[src/rtl/rgmii_rx_pkg.sv]
package rgmii_rx_pkg;
    localparam int NIB_W  = 4;
    localparam int BYTE_W = 2 * NIB_W;
    localparam int SPD_W  = 2;

    typedef enum logic [SPD_W-1:0] {
        SPD_10   = 2'b00,
        SPD_100  = 2'b01,
        SPD_1000 = 2'b10,
        SPD_RSVD = 2'b11
    } speed_e;

    // One receive clock worth of captured line state
    typedef struct packed {
        logic             dv;
        logic             er;
        logic [NIB_W-1:0] lo;
        logic [NIB_W-1:0] hi;
    } pair_t;
endpackage

[src/rtl/rgmii_rx_ddr_capture.sv]
module rgmii_rx_ddr_capture
    import rgmii_rx_pkg::*;
(
    input  logic             clk,
    input  logic             rst_n,
    input  logic [NIB_W-1:0] rxd,
    input  logic             rxctl,
    output pair_t            pair_q
);
    logic [NIB_W-1:0] rise_dat_q, fall_dat_q;
    logic             rise_ctl_q, fall_ctl_q;
    pair_t            pair_d;

    always_ff @(posedge clk or negedge rst_n) begin
        if (!rst_n) begin
            rise_dat_q <= '0;
            rise_ctl_q <= 1'b0;
        end else begin
            rise_dat_q <= rxd;
            rise_ctl_q <= rxctl;
        end
    end

    always_ff @(negedge clk or negedge rst_n) begin
        if (!rst_n) begin
            fall_dat_q <= '0;
            fall_ctl_q <= 1'b0;
        end else begin
            fall_dat_q <= rxd;
            fall_ctl_q <= rxctl;
        end
    end

    // Re-time both edge samples of one clock into a single rising-edge word
    always_comb begin
        pair_d.dv = rise_ctl_q;
        pair_d.er = rise_ctl_q ^ fall_ctl_q;
        pair_d.lo = rise_dat_q;
        pair_d.hi = fall_dat_q;
    end

    always_ff @(posedge clk or negedge rst_n) begin
        if (!rst_n) pair_q <= '0;
        else        pair_q <= pair_d;
    end
endmodule

[src/rtl/rgmii_rx_inband_status.sv]
module rgmii_rx_inband_status
    import rgmii_rx_pkg::*;
(
    input  logic             clk,
    input  logic             rst_n,
    input  pair_t            pair,
    output logic             link_up,
    output logic [SPD_W-1:0] link_speed,
    output logic             link_fdx
);
    typedef struct packed {
        logic             up;
        logic [SPD_W-1:0] spd;
        logic             fdx;
    } stat_t;

    stat_t st_d, st_q;

    always_comb begin
        st_d = st_q;
        if (!pair.dv && !pair.er) begin
            st_d.up  = pair.lo[0];
            st_d.spd = pair.lo[2:1];
            st_d.fdx = pair.lo[3];
        end
    end

    always_ff @(posedge clk or negedge rst_n) begin
        if (!rst_n) st_q <= '0;
        else        st_q <= st_d;
    end

    assign link_up    = st_q.up;
    assign link_speed = st_q.spd;
    assign link_fdx   = st_q.fdx;
endmodule

[src/rtl/rgmii_rx_byte_pack.sv]
module rgmii_rx_byte_pack
    import rgmii_rx_pkg::*;
(
    input  logic              clk,
    input  logic              rst_n,
    input  pair_t             pair,
    input  logic              gig,
    output logic [BYTE_W-1:0] data,
    output logic              valid,
    output logic              err
);
    typedef struct packed {
        logic              half;
        logic [NIB_W-1:0]  hold;
        logic              hold_er;
        logic [BYTE_W-1:0] data;
        logic              vld;
        logic              err;
    } pk_t;

    pk_t s_d, s_q;

    always_comb begin
        s_d     = s_q;
        s_d.vld = 1'b0;
        s_d.err = 1'b0;
        if (gig) begin
            s_d.half = 1'b0;
            if (pair.dv) begin
                s_d.vld  = 1'b1;
                s_d.data = {pair.hi, pair.lo};
                s_d.err  = pair.er;
            end
        end else if (!pair.dv) begin
            s_d.half = 1'b0;               // idle: next frame starts on a low nibble
        end else if (!s_q.half) begin
            s_d.half    = 1'b1;
            s_d.hold    = pair.lo;
            s_d.hold_er = pair.er;
        end else begin
            s_d.half = 1'b0;
            s_d.vld  = 1'b1;
            s_d.data = {pair.lo, s_q.hold};
            s_d.err  = pair.er | s_q.hold_er;
        end
    end

    always_ff @(posedge clk or negedge rst_n) begin
        if (!rst_n) s_q <= '0;
        else        s_q <= s_d;
    end

    assign data  = s_q.data;
    assign valid = s_q.vld;
    assign err   = s_q.err;
endmodule

[src/rtl/rgmii_rx_adapt.sv]
module rgmii_rx_adapt
    import rgmii_rx_pkg::*;
(
    input  logic              rgmii_rx_clk,
    input  logic              rst_n,
    input  logic [NIB_W-1:0]  rgmii_rxd,
    input  logic              rgmii_rxctl,
    input  logic              auto_speed,
    input  logic [SPD_W-1:0]  forced_speed,
    output logic [BYTE_W-1:0] rx_data,
    output logic              rx_valid,
    output logic              rx_error,
    output logic              link_up,
    output logic [SPD_W-1:0]  link_speed,
    output logic              link_full_duplex
);
    pair_t  pair_w;
    speed_e act_d, act_q, target;

    rgmii_rx_ddr_capture u_cap (
        .clk    (rgmii_rx_clk),
        .rst_n  (rst_n),
        .rxd    (rgmii_rxd),
        .rxctl  (rgmii_rxctl),
        .pair_q (pair_w)
    );

    rgmii_rx_inband_status u_stat (
        .clk        (rgmii_rx_clk),
        .rst_n      (rst_n),
        .pair       (pair_w),
        .link_up    (link_up),
        .link_speed (link_speed),
        .link_fdx   (link_full_duplex)
    );

    // Mode selection: applied only on clocks with no frame data
    always_comb begin
        target = auto_speed ? speed_e'(link_speed) : speed_e'(forced_speed);
        act_d  = act_q;
        if (!pair_w.dv) act_d = target;
    end

    always_ff @(posedge rgmii_rx_clk or negedge rst_n) begin
        if (!rst_n) act_q <= SPD_1000;
        else        act_q <= act_d;
    end

    rgmii_rx_byte_pack u_pack (
        .clk   (rgmii_rx_clk),
        .rst_n (rst_n),
        .pair  (pair_w),
        .gig   (act_q == SPD_1000),
        .data  (rx_data),
        .valid (rx_valid),
        .err   (rx_error)
    );
endmodule

[config.mk]
export PLATFORM = sky130hd
export DESIGN_NAME = rgmii_rx_adapt
export DESIGN_NICKNAME = d
export VERILOG_FILES = /design/src/rtl/rgmii_rx_pkg.sv /design/src/rtl/rgmii_rx_ddr_capture.sv /design/src/rtl/rgmii_rx_inband_status.sv /design/src/rtl/rgmii_rx_byte_pack.sv /design/src/rtl/rgmii_rx_adapt.sv
export SDC_FILE = /design/constraint.sdc
export NUM_CORES = 1
export LEC_CHECK = 0
export ABC_AREA = 1
export BUFFER_PORTS_ARGS = -buffer_cell sky130_fd_sc_hd__buf_4
export CORE_MARGIN = 4
export CORE_UTILIZATION = 50
export CTS_CLUSTER_SIZE = 8
export DETAILED_ROUTE_END_ITERATION = 10
export GPL_ROUTABILITY_DRIVEN = 0
export GPL_TIMING_DRIVEN = 0
export PLACE_DENSITY_LB_ADDON = 0.05
export SLEW_MARGIN = 10
export SYNTH_ARGS = -nofsm -noshare
export SYNTH_HDL_FRONTEND = slang
export SYNTH_SLANG_ARGS = --single-unit
[constraint.sdc]
create_clock -name rgmii_rx_clk -period 1.4 [get_ports rgmii_rx_clk]
set_input_delay 0.07 -clock rgmii_rx_clk [delete_from_list [all_inputs] [get_ports rgmii_rx_clk]]
set_output_delay 0.07 -clock rgmii_rx_clk [all_outputs]
set_load 0.02 [all_outputs]
==> flow_summary.ini, run 1 <==
[logic_synthesis]
synthDominantAreaCellType = sky130_fd_sc_hd__dfrtp_1
synth_nets = 177
count_of_different_cell_masters_after_synthesis = 21
yosys.cell_count.top_type = sky130_fd_sc_hd__nand2_1
synth-seq-cells = 42
ys_seq_area_frac = 0.631
mappedNetlistArea_um2 = 1670
synthArstFlopShare = 1.00
synth_flop_cell = sky130_fd_sc_hd__dfrtp_1
yosysWarningCount = 0
postSynthCellCount = 167
synth_top_cell_area_share = 0.540
most_frequent_cells_after_synthesis = 39 x sky130_fd_sc_hd__nand2_1, 36 x sky130_fd_sc_hd__dfrtp_1, 23 x sky130_fd_sc_hd__nor2_1
syn-mean-instance-area_um2 = 9.99
number_of_enable_flip_flop_cells_after_synthesis = 0
synth.top_cells.by_area = sky130_fd_sc_hd__dfrtp_1 54%, sky130_fd_sc_hd__nand2_1 8.8%, sky130_fd_sc_hd__dfrtn_1 7.5%

[floorplan]
io_pins = 24
die_y_extent_um = 65.8
die-area_um2 = 4320
core.rowCount = 20
initial_utilization = 0.533
core_um2 = 3130
die_w_um = 65.8

[layout]
final.fill_count = 268
insertedDiodeCount = 0
drive_gt1_frac = 0.282
postLayoutCellArea_um2 = 2070
final_core_utilization = 0.662
syn2layout_area_growth_pct = 24.1
layout.nets = 218
fin_cells = 253

[detailed_routing]
routed_via_density = 4.72
dr.first_iter.drc_count = 72
route.detailed.wl_per_inst_um = 11.2
detailroute.via_count = 1193
detail-route-antenna-nets = 0
firstDrtPassIters = 4
drc = 0
drt-total-wl_um = 2820

[placed_design]
place_inst = 234
portBuffers = 23
place_hpwl_um = 1980
preCtsSetupSlack_ns = 0.106
placement.cell_area_um2 = 1900

[clock_network]
clk-insertion-delay-late_ns = 0.35
cts.sink_count = 42
tritoncts_clock_tree = built
postCtsSetupRepairBufs = 0
level_count_of_the_clock_h_tree = 2
cts_made_buffers = 5
path_clk_slew_ns = 0.14
clock-root-buffer = sky130_fd_sc_hd__clkbuf_4
clock_tree.buffer_depth = 2

[global_route]
initial_antenna_violation_count = 0
grt_start_max_net_pins = 43
number_of_global_route_vias_before_repair = 1152
grt_first_pass_wirelength_um = 5100
grt.total_usage = 0.157
overflow = 0

[sta]
number_of_setup_violations_in_the_final_report = 0
drv_slew = 0
timing.max_slew.rel_slack = 0.671
finalHoldViolCount = 0
grt_setup_unrepaired = no
final.setup_skew_ns = 0.0172
postLayoutSetupSlackWorst_ns = 0.108
timing.setup.tns_ns = 0
worst_slew_pin_slew_ns = 0.493

[worst_setup_path]
worst-path-max-fanout = 1
cp_cell_sequence = xor2_1
worst_ep_required_time_ns = 1.68
critical_path.n_buffers_inverters = 0
timing.critical_path.from_type = flop
end_kind = flop
critical_path_class = reg -> reg
cp_data_arrival_time_ns = 1.57
cpMaxStageDelayCell = sky130_fd_sc_hd__dfrtn_1
crit_path_max_incr_delay_ns = 0.41
timing.critical_path.max_delay_family = flip-flops

[power_and_ir_drop]
p_leak_uw = 0.00106
peakVddDrop_v = 0.000724
pwr_density_cell_nw_per_um2 = 1420

[job]
max_cap_viol_count = 0

[hold_path]
worst_hold_path_type = in -> async

[status]
run_status = complete, no violations
[layout by cell type (no fill, tap or decap), types with 2 or more instances in the layout]
master and n:
sky130_fd_sc_hd__dfrtn_1 5, sky130_fd_sc_hd__nor2_2 4, sky130_fd_sc_hd__nand4_1 5, sky130_fd_sc_hd__inv_6 3, sky130_fd_sc_hd__inv_1 4, sky130_fd_sc_hd__nor2_4 2, sky130_fd_sc_hd__nor2_1 23, sky130_fd_sc_hd__clkbuf_4 6
sky130_fd_sc_hd__nand3_1 17, sky130_fd_sc_hd__buf_2 2, sky130_fd_sc_hd__dlygate4sd3_1 11, sky130_fd_sc_hd__o21ai_0 4, sky130_fd_sc_hd__inv_2 4, sky130_fd_sc_hd__buf_4 33, sky130_fd_sc_hd__a21oi_1 5, sky130_fd_sc_hd__dfrtp_1 36
sky130_fd_sc_hd__nand2_1 39
[cell families after synthesis]
family,Yosys count,synth area share
AO/OA/AOI/OAI,9,0.0270
XOR/XNOR,1,0.00525
buffers and inverters,22,0.0825
flip-flops,42,0.631
AND/OR/NAND/NOR,93,0.254
[per-layer routing]
metal / global-route usage / routed length [um] / vias to the layer above / share of wire
met1: 0.196 / 1250 / 554 / 0.44
met3: 0.0496 / 170 / 5 / 0.060
met2: 0.249 / 1370 / 28 / 0.49
li1: - / - / 606 / -
met4: 0.0699 / 33 / 0 / 0.012
met5: 0 / 0 / - / 0
[cell type report]
class | instances | area [um^2] | area share
sequential | 42 | 1050 | 0.508
multi-input combinational | 103 | 478 | 0.231
timing repair buffer | 34 | 283 | 0.137
buffer | 14 | 108 | 0.0520
tap | 44 | 55.1 | 0.0266
clock buffer | 5 | 37.5 | 0.0181
inverter | 8 | 30.0 | 0.0145
clock inverter | 3 | 26.3 | 0.0127
[metrics by stage]
stage          hold slack (ns)  total power (uW)
6_report                 0.198              2940
5_1_grt                  0.236              3130
3_5_place_dp            0.0716              2310
4_1_cts                  0.214              2980
3_3_place_gp            0.0683              2280
2_1_floorplan           -0.226              2020
[worst paths after layout]
kind,startpoint,endpoint,slack (ns),cells past startpoint
max,u_cap.fall_ctl_q,u_cap.pair_q[8],0.11,1
min,rst_n,act_q[0],0.20,2
max reg2reg,u_cap.fall_ctl_q,u_cap.pair_q[8],0.11,1
min reg2reg,u_cap.rise_dat_q[2],u_cap.pair_q[6],0.37,0
max in group asynchronous,rst_n,u_cap.fall_ctl_q,0.21,2
min in group rgmii_rx_clk,rgmii_rxd[2],u_cap.rise_dat_q[2],0.36,2
[power by group]
part / internal (uW) / leakage, uW / switching, uW / total [uW]
Sequential: 1400 / 0.000505 / 109 / 1510
Clock: 215 / 0.0000366 / 427 / 642
Combinational: 379 / 0.000516 / 410 / 790
Total: 1990 / 0.00106 / 947 / 2940
[flip-flops by register name, indices dropped and copies added (netlist names), 2 cells and up]
signal,flops
u_stat.link_speed,2
u_cap.fall_dat_q,4
act_q,2
u_cap.pair_q,10
u_pack.data,8
u_cap.rise_dat_q,4
u_pack.s_q,6
[timing repair]
item | CTS | global route
hold endpoints to repair | 43 | 0
resized for setup | 0 | 0
hold buffers | 11 | 0
No activity file was read; power rests on OpenSTA's default activity.
==> inputs of run 2 (changes only) <==
--- a/config.mk
+++ b/config.mk
@@ -5,7 +5,6 @@
 export SDC_FILE = /design/constraint.sdc
 export NUM_CORES = 1
 export LEC_CHECK = 0
-export ABC_AREA = 1
 export BUFFER_PORTS_ARGS = -buffer_cell sky130_fd_sc_hd__buf_4
 export CORE_MARGIN = 4
 export CORE_UTILIZATION = 50
==> run 2 against run 1 <==
  * Clock power is 18% higher
  * Synthesized cell count is 32% lower
  * Power up 6.4%
  * Register-to-register slack worse by 0.04 ns
  * Sequential cell count did not move
  * Routed wire length fell by 15%
  * Design area down 5.0%
  * Final cell count fell by 23%
  * Worst hold slack got worse by 0.18 ns
  * Sequential power is essentially flat
  * Critical path type unchanged
  * Largest power group unchanged
  * Highest routed layer unchanged
==> flow_summary.ini, run 2 <==
[layout]
regMostFlops = u_cap.pair_q
syn2layout_area_growth_pct = 24.5
drive_gt1_frac = 0.364
insertedDiodeCount = 0
most-common-layout-cells = 36 x sky130_fd_sc_hd__dfrtp_1, 33 x sky130_fd_sc_hd__buf_4, 10 x sky130_fd_sc_hd__nand2_1, 10 x sky130_fd_sc_hd__o21ai_0
final.fill_count = 234
max_ffs_per_register = 10
fin_cells = 195
postLayoutCellArea_um2 = 1970
layout.nets = 160
layout.cells.most_common = sky130_fd_sc_hd__dfrtp_1

[hold_path]
worst_hold_path_type = in -> reg
timing.hold.worst_path_depth = 3
hp-start = forced_speed[1]
timing.hold.worst_endpoint = act_q[1]

[sta]
drv_slew = 0
timing.final.crit_share = 0.954
worst_slew_pin_slew_ns = 0.506
postLayoutSetupSlackWorst_ns = 0.0645
timing.max_slew.rel_slack = 0.663
grt_setup_unrepaired = no
finalCriticalPeriod_ns = 1.34
finalHoldViolCount = 0
fmax_ghz = 0.749
final.setup_skew_ns = 0.0141
number_of_setup_violations_in_the_final_report = 0

[worst_setup_path]
critical_path.n_buffers_inverters = 1
cp_cell_sequence = buf_6, nand2b_2, nand3_4, mux2_4
cp_data_arrival_time_ns = 1.57
cpMaxStageDelayCell = sky130_fd_sc_hd__dfstp_2
rrSetupSlack_ns = 0.06
worstRegToRegCells = 4
worst_ep_required_time_ns = 1.64
timing.critical_path.from_type = flop
r2r_path_start = act_q[1]
worst-path-max-fanout = 10
critical_path_class = reg -> reg
critical_path.reg2reg.endpoint = u_pack.s_q[12]
end_kind = flop
timing.critical_path.max_delay_family = flip-flops
cp_num_cells = 4
crit_path_max_incr_delay_ns = 0.56

[detailed_routing]
firstDrtPassIters = 3
routed_via_density = 4.64
detailroute.via_count = 904
route.detailed.wl_per_inst_um = 12.4
detail-route-antenna-nets = 0
drc = 0
drt-total-wl_um = 2410
dr.first_iter.drc_count = 17

[logic_synthesis]
synth-seq-cells = 42
synth_top_cell_area_share = 0.571
yosys.cell_count.top_type = sky130_fd_sc_hd__dfrtp_1
number_of_enable_flip_flop_cells_after_synthesis = 0
synthArstFlopShare = 1.00
syn-mean-instance-area_um2 = 14.0
yosysWarningCount = 0
mappedNetlistArea_um2 = 1580
most_frequent_cells_after_synthesis = 36 x sky130_fd_sc_hd__dfrtp_1, 10 x sky130_fd_sc_hd__nand2_1, 10 x sky130_fd_sc_hd__o21ai_0
ys_seq_area_frac = 0.666
synth_nets = 123
postSynthCellCount = 113
count_of_different_cell_masters_after_synthesis = 22
synth.top_cells.by_area = sky130_fd_sc_hd__dfrtp_1 57%, sky130_fd_sc_hd__dfrtn_1 7.9%, sky130_fd_sc_hd__mux2_4 4.8%
synth_flop_cell = sky130_fd_sc_hd__dfrtp_1
synthDominantAreaCellType = sky130_fd_sc_hd__dfrtp_1

[global_route]
grt_first_pass_wirelength_um = 4350
grt.total_usage = 0.138
initial_antenna_violation_count = 0
number_of_global_route_vias_before_repair = 948
grt_start_max_net_pins = 43
overflow = 0

[power_and_ir_drop]
total_switching_power_uw = 871
pnr_total_power_uw = 3130
p_clk_frac = 0.243
p_leak_uw = 0.000926
share_comb_of_total_power = 0.270
power_switching_share = 0.279
peakVddDrop_v = 0.00113
p_seq_frac = 0.487
power_report.internal_total_uw = 2260
pwr_density_cell_nw_per_um2 = 1590

[floorplan]
initial_utilization = 0.521
die_w_um = 64.2
die-area_um2 = 4120
io_pins = 24
core_um2 = 3030
die_y_extent_um = 64.2
core.rowCount = 20

[clock_network]
cts.sink_count = 42
clock-root-buffer = sky130_fd_sc_hd__clkbuf_4
cts_made_buffers = 5
clock_tree.buffer_depth = 2
level_count_of_the_clock_h_tree = 2
clk-insertion-delay-late_ns = 0.33
tritoncts_clock_tree = built
path_clk_slew_ns = 0.12

[placed_design]
placement.cell_area_um2 = 1810
place_inst = 180
place_hpwl_um = 1680
preCtsSetupSlack_ns = -0.0161
portBuffers = 23

[job]
max_cap_viol_count = 0

[status]
run_status = complete, no violations
## run 2: changes by cell type after synthesis, moves of 3 or more
cell and change:
sky130_fd_sc_hd__a21oi_1 -4, sky130_fd_sc_hd__a22o_1 +8, sky130_fd_sc_hd__inv_2 -3, sky130_fd_sc_hd__mux2_1 +4, sky130_fd_sc_hd__mux2_4 +5, sky130_fd_sc_hd__nand2_1 -29, sky130_fd_sc_hd__nand3_1 -17, sky130_fd_sc_hd__nand3b_1 +8
sky130_fd_sc_hd__nand4_1 -5, sky130_fd_sc_hd__nor2_1 -21, sky130_fd_sc_hd__nor2_2 -4, sky130_fd_sc_hd__o21ai_0 +6
## run 2: power by group through the flow
stage	clock, uW	sequential [uW]	combinational (uW)
5_1_grt	834	1550	923
2_1_floorplan	0	1550	532
6_report	759	1520	846
4_1_cts	783	1520	849
3_5_place_dp	0	1550	830
3_3_place_gp	0	1540	817
## run 2: kinds of logic after synthesis
kind of cell / synth area share
xor gates and xnor gates: 0.00555
and+or+nand+nor: 0.0872
buffers and inverters: 0.0626
DFF: 0.666
muxes: 0.0887
AOI/OAI and AO/OA: 0.0895
## run 2: layout make-up
cell class                 instances  area (um^2)  area share
buffer                            13         96.3      0.0490
clock buffer                       5         37.5      0.0191
clock inverter                     3         45.0      0.0229
inverter                           3         11.3     0.00573
multi-input combinational         55          428       0.218
sequential                        42         1050       0.535
tap                               44         55.1      0.0280
timing repair buffer              30          240       0.122
## run 2: tightest hold or removal path, delay by kind of cell
family,cells,cell delay (ns)
buffers and inverters,1,0.10
AOI/OAI and AO/OA,1,0.09
muxes,1,0.11
## run 2: layer usage
metal	up-vias	share of wire	global-route usage
met3	5	0.058	0.0422
met2	21	0.48	0.215
met1	426	0.45	0.175
li1	452	-	-
met4	0	0.017	0.0633
met5	-	0	0
## run 2: worst max-delay path by stage
stage | startpoint | end | slack (ns)
2_1_floorplan | act_q[1] | u_pack.s_q[10] | 0.08
3_3_place_gp | act_q[1] | u_pack.s_q[10] | 0.005
3_5_place_dp | act_q[1] | u_pack.s_q[12] | -0.02
4_1_cts | act_q[1] | u_pack.s_q[12] | 0.02
5_1_grt | act_q[1] | u_pack.data[0] | 0.009
6_report | act_q[1] | u_pack.s_q[12] | 0.06
## run 2: repair_timing
| action | CTS | global route |
|---|---|---|
| gates resized for setup | 1 | 2 |
| hold endpoints to repair | 41 | 0 |
| hold buffers | 6 | 0 |
| setup endpoints to repair | 5 | 5 |
| buffers inserted | 0 | 1 |
| pin swaps | 0 | 1 |
## run 2: through the flow
step	utilization	hold WS [ns]	TNS (ns)
floorplan	-	-0.226	0
global placement	0.597	0.0708	0
detailed placement	0.597	0.0758	-0.0544
CTS	0.645	0.0172	0
global route	0.649	0.0357	0
finish	0.649	0.0228	0
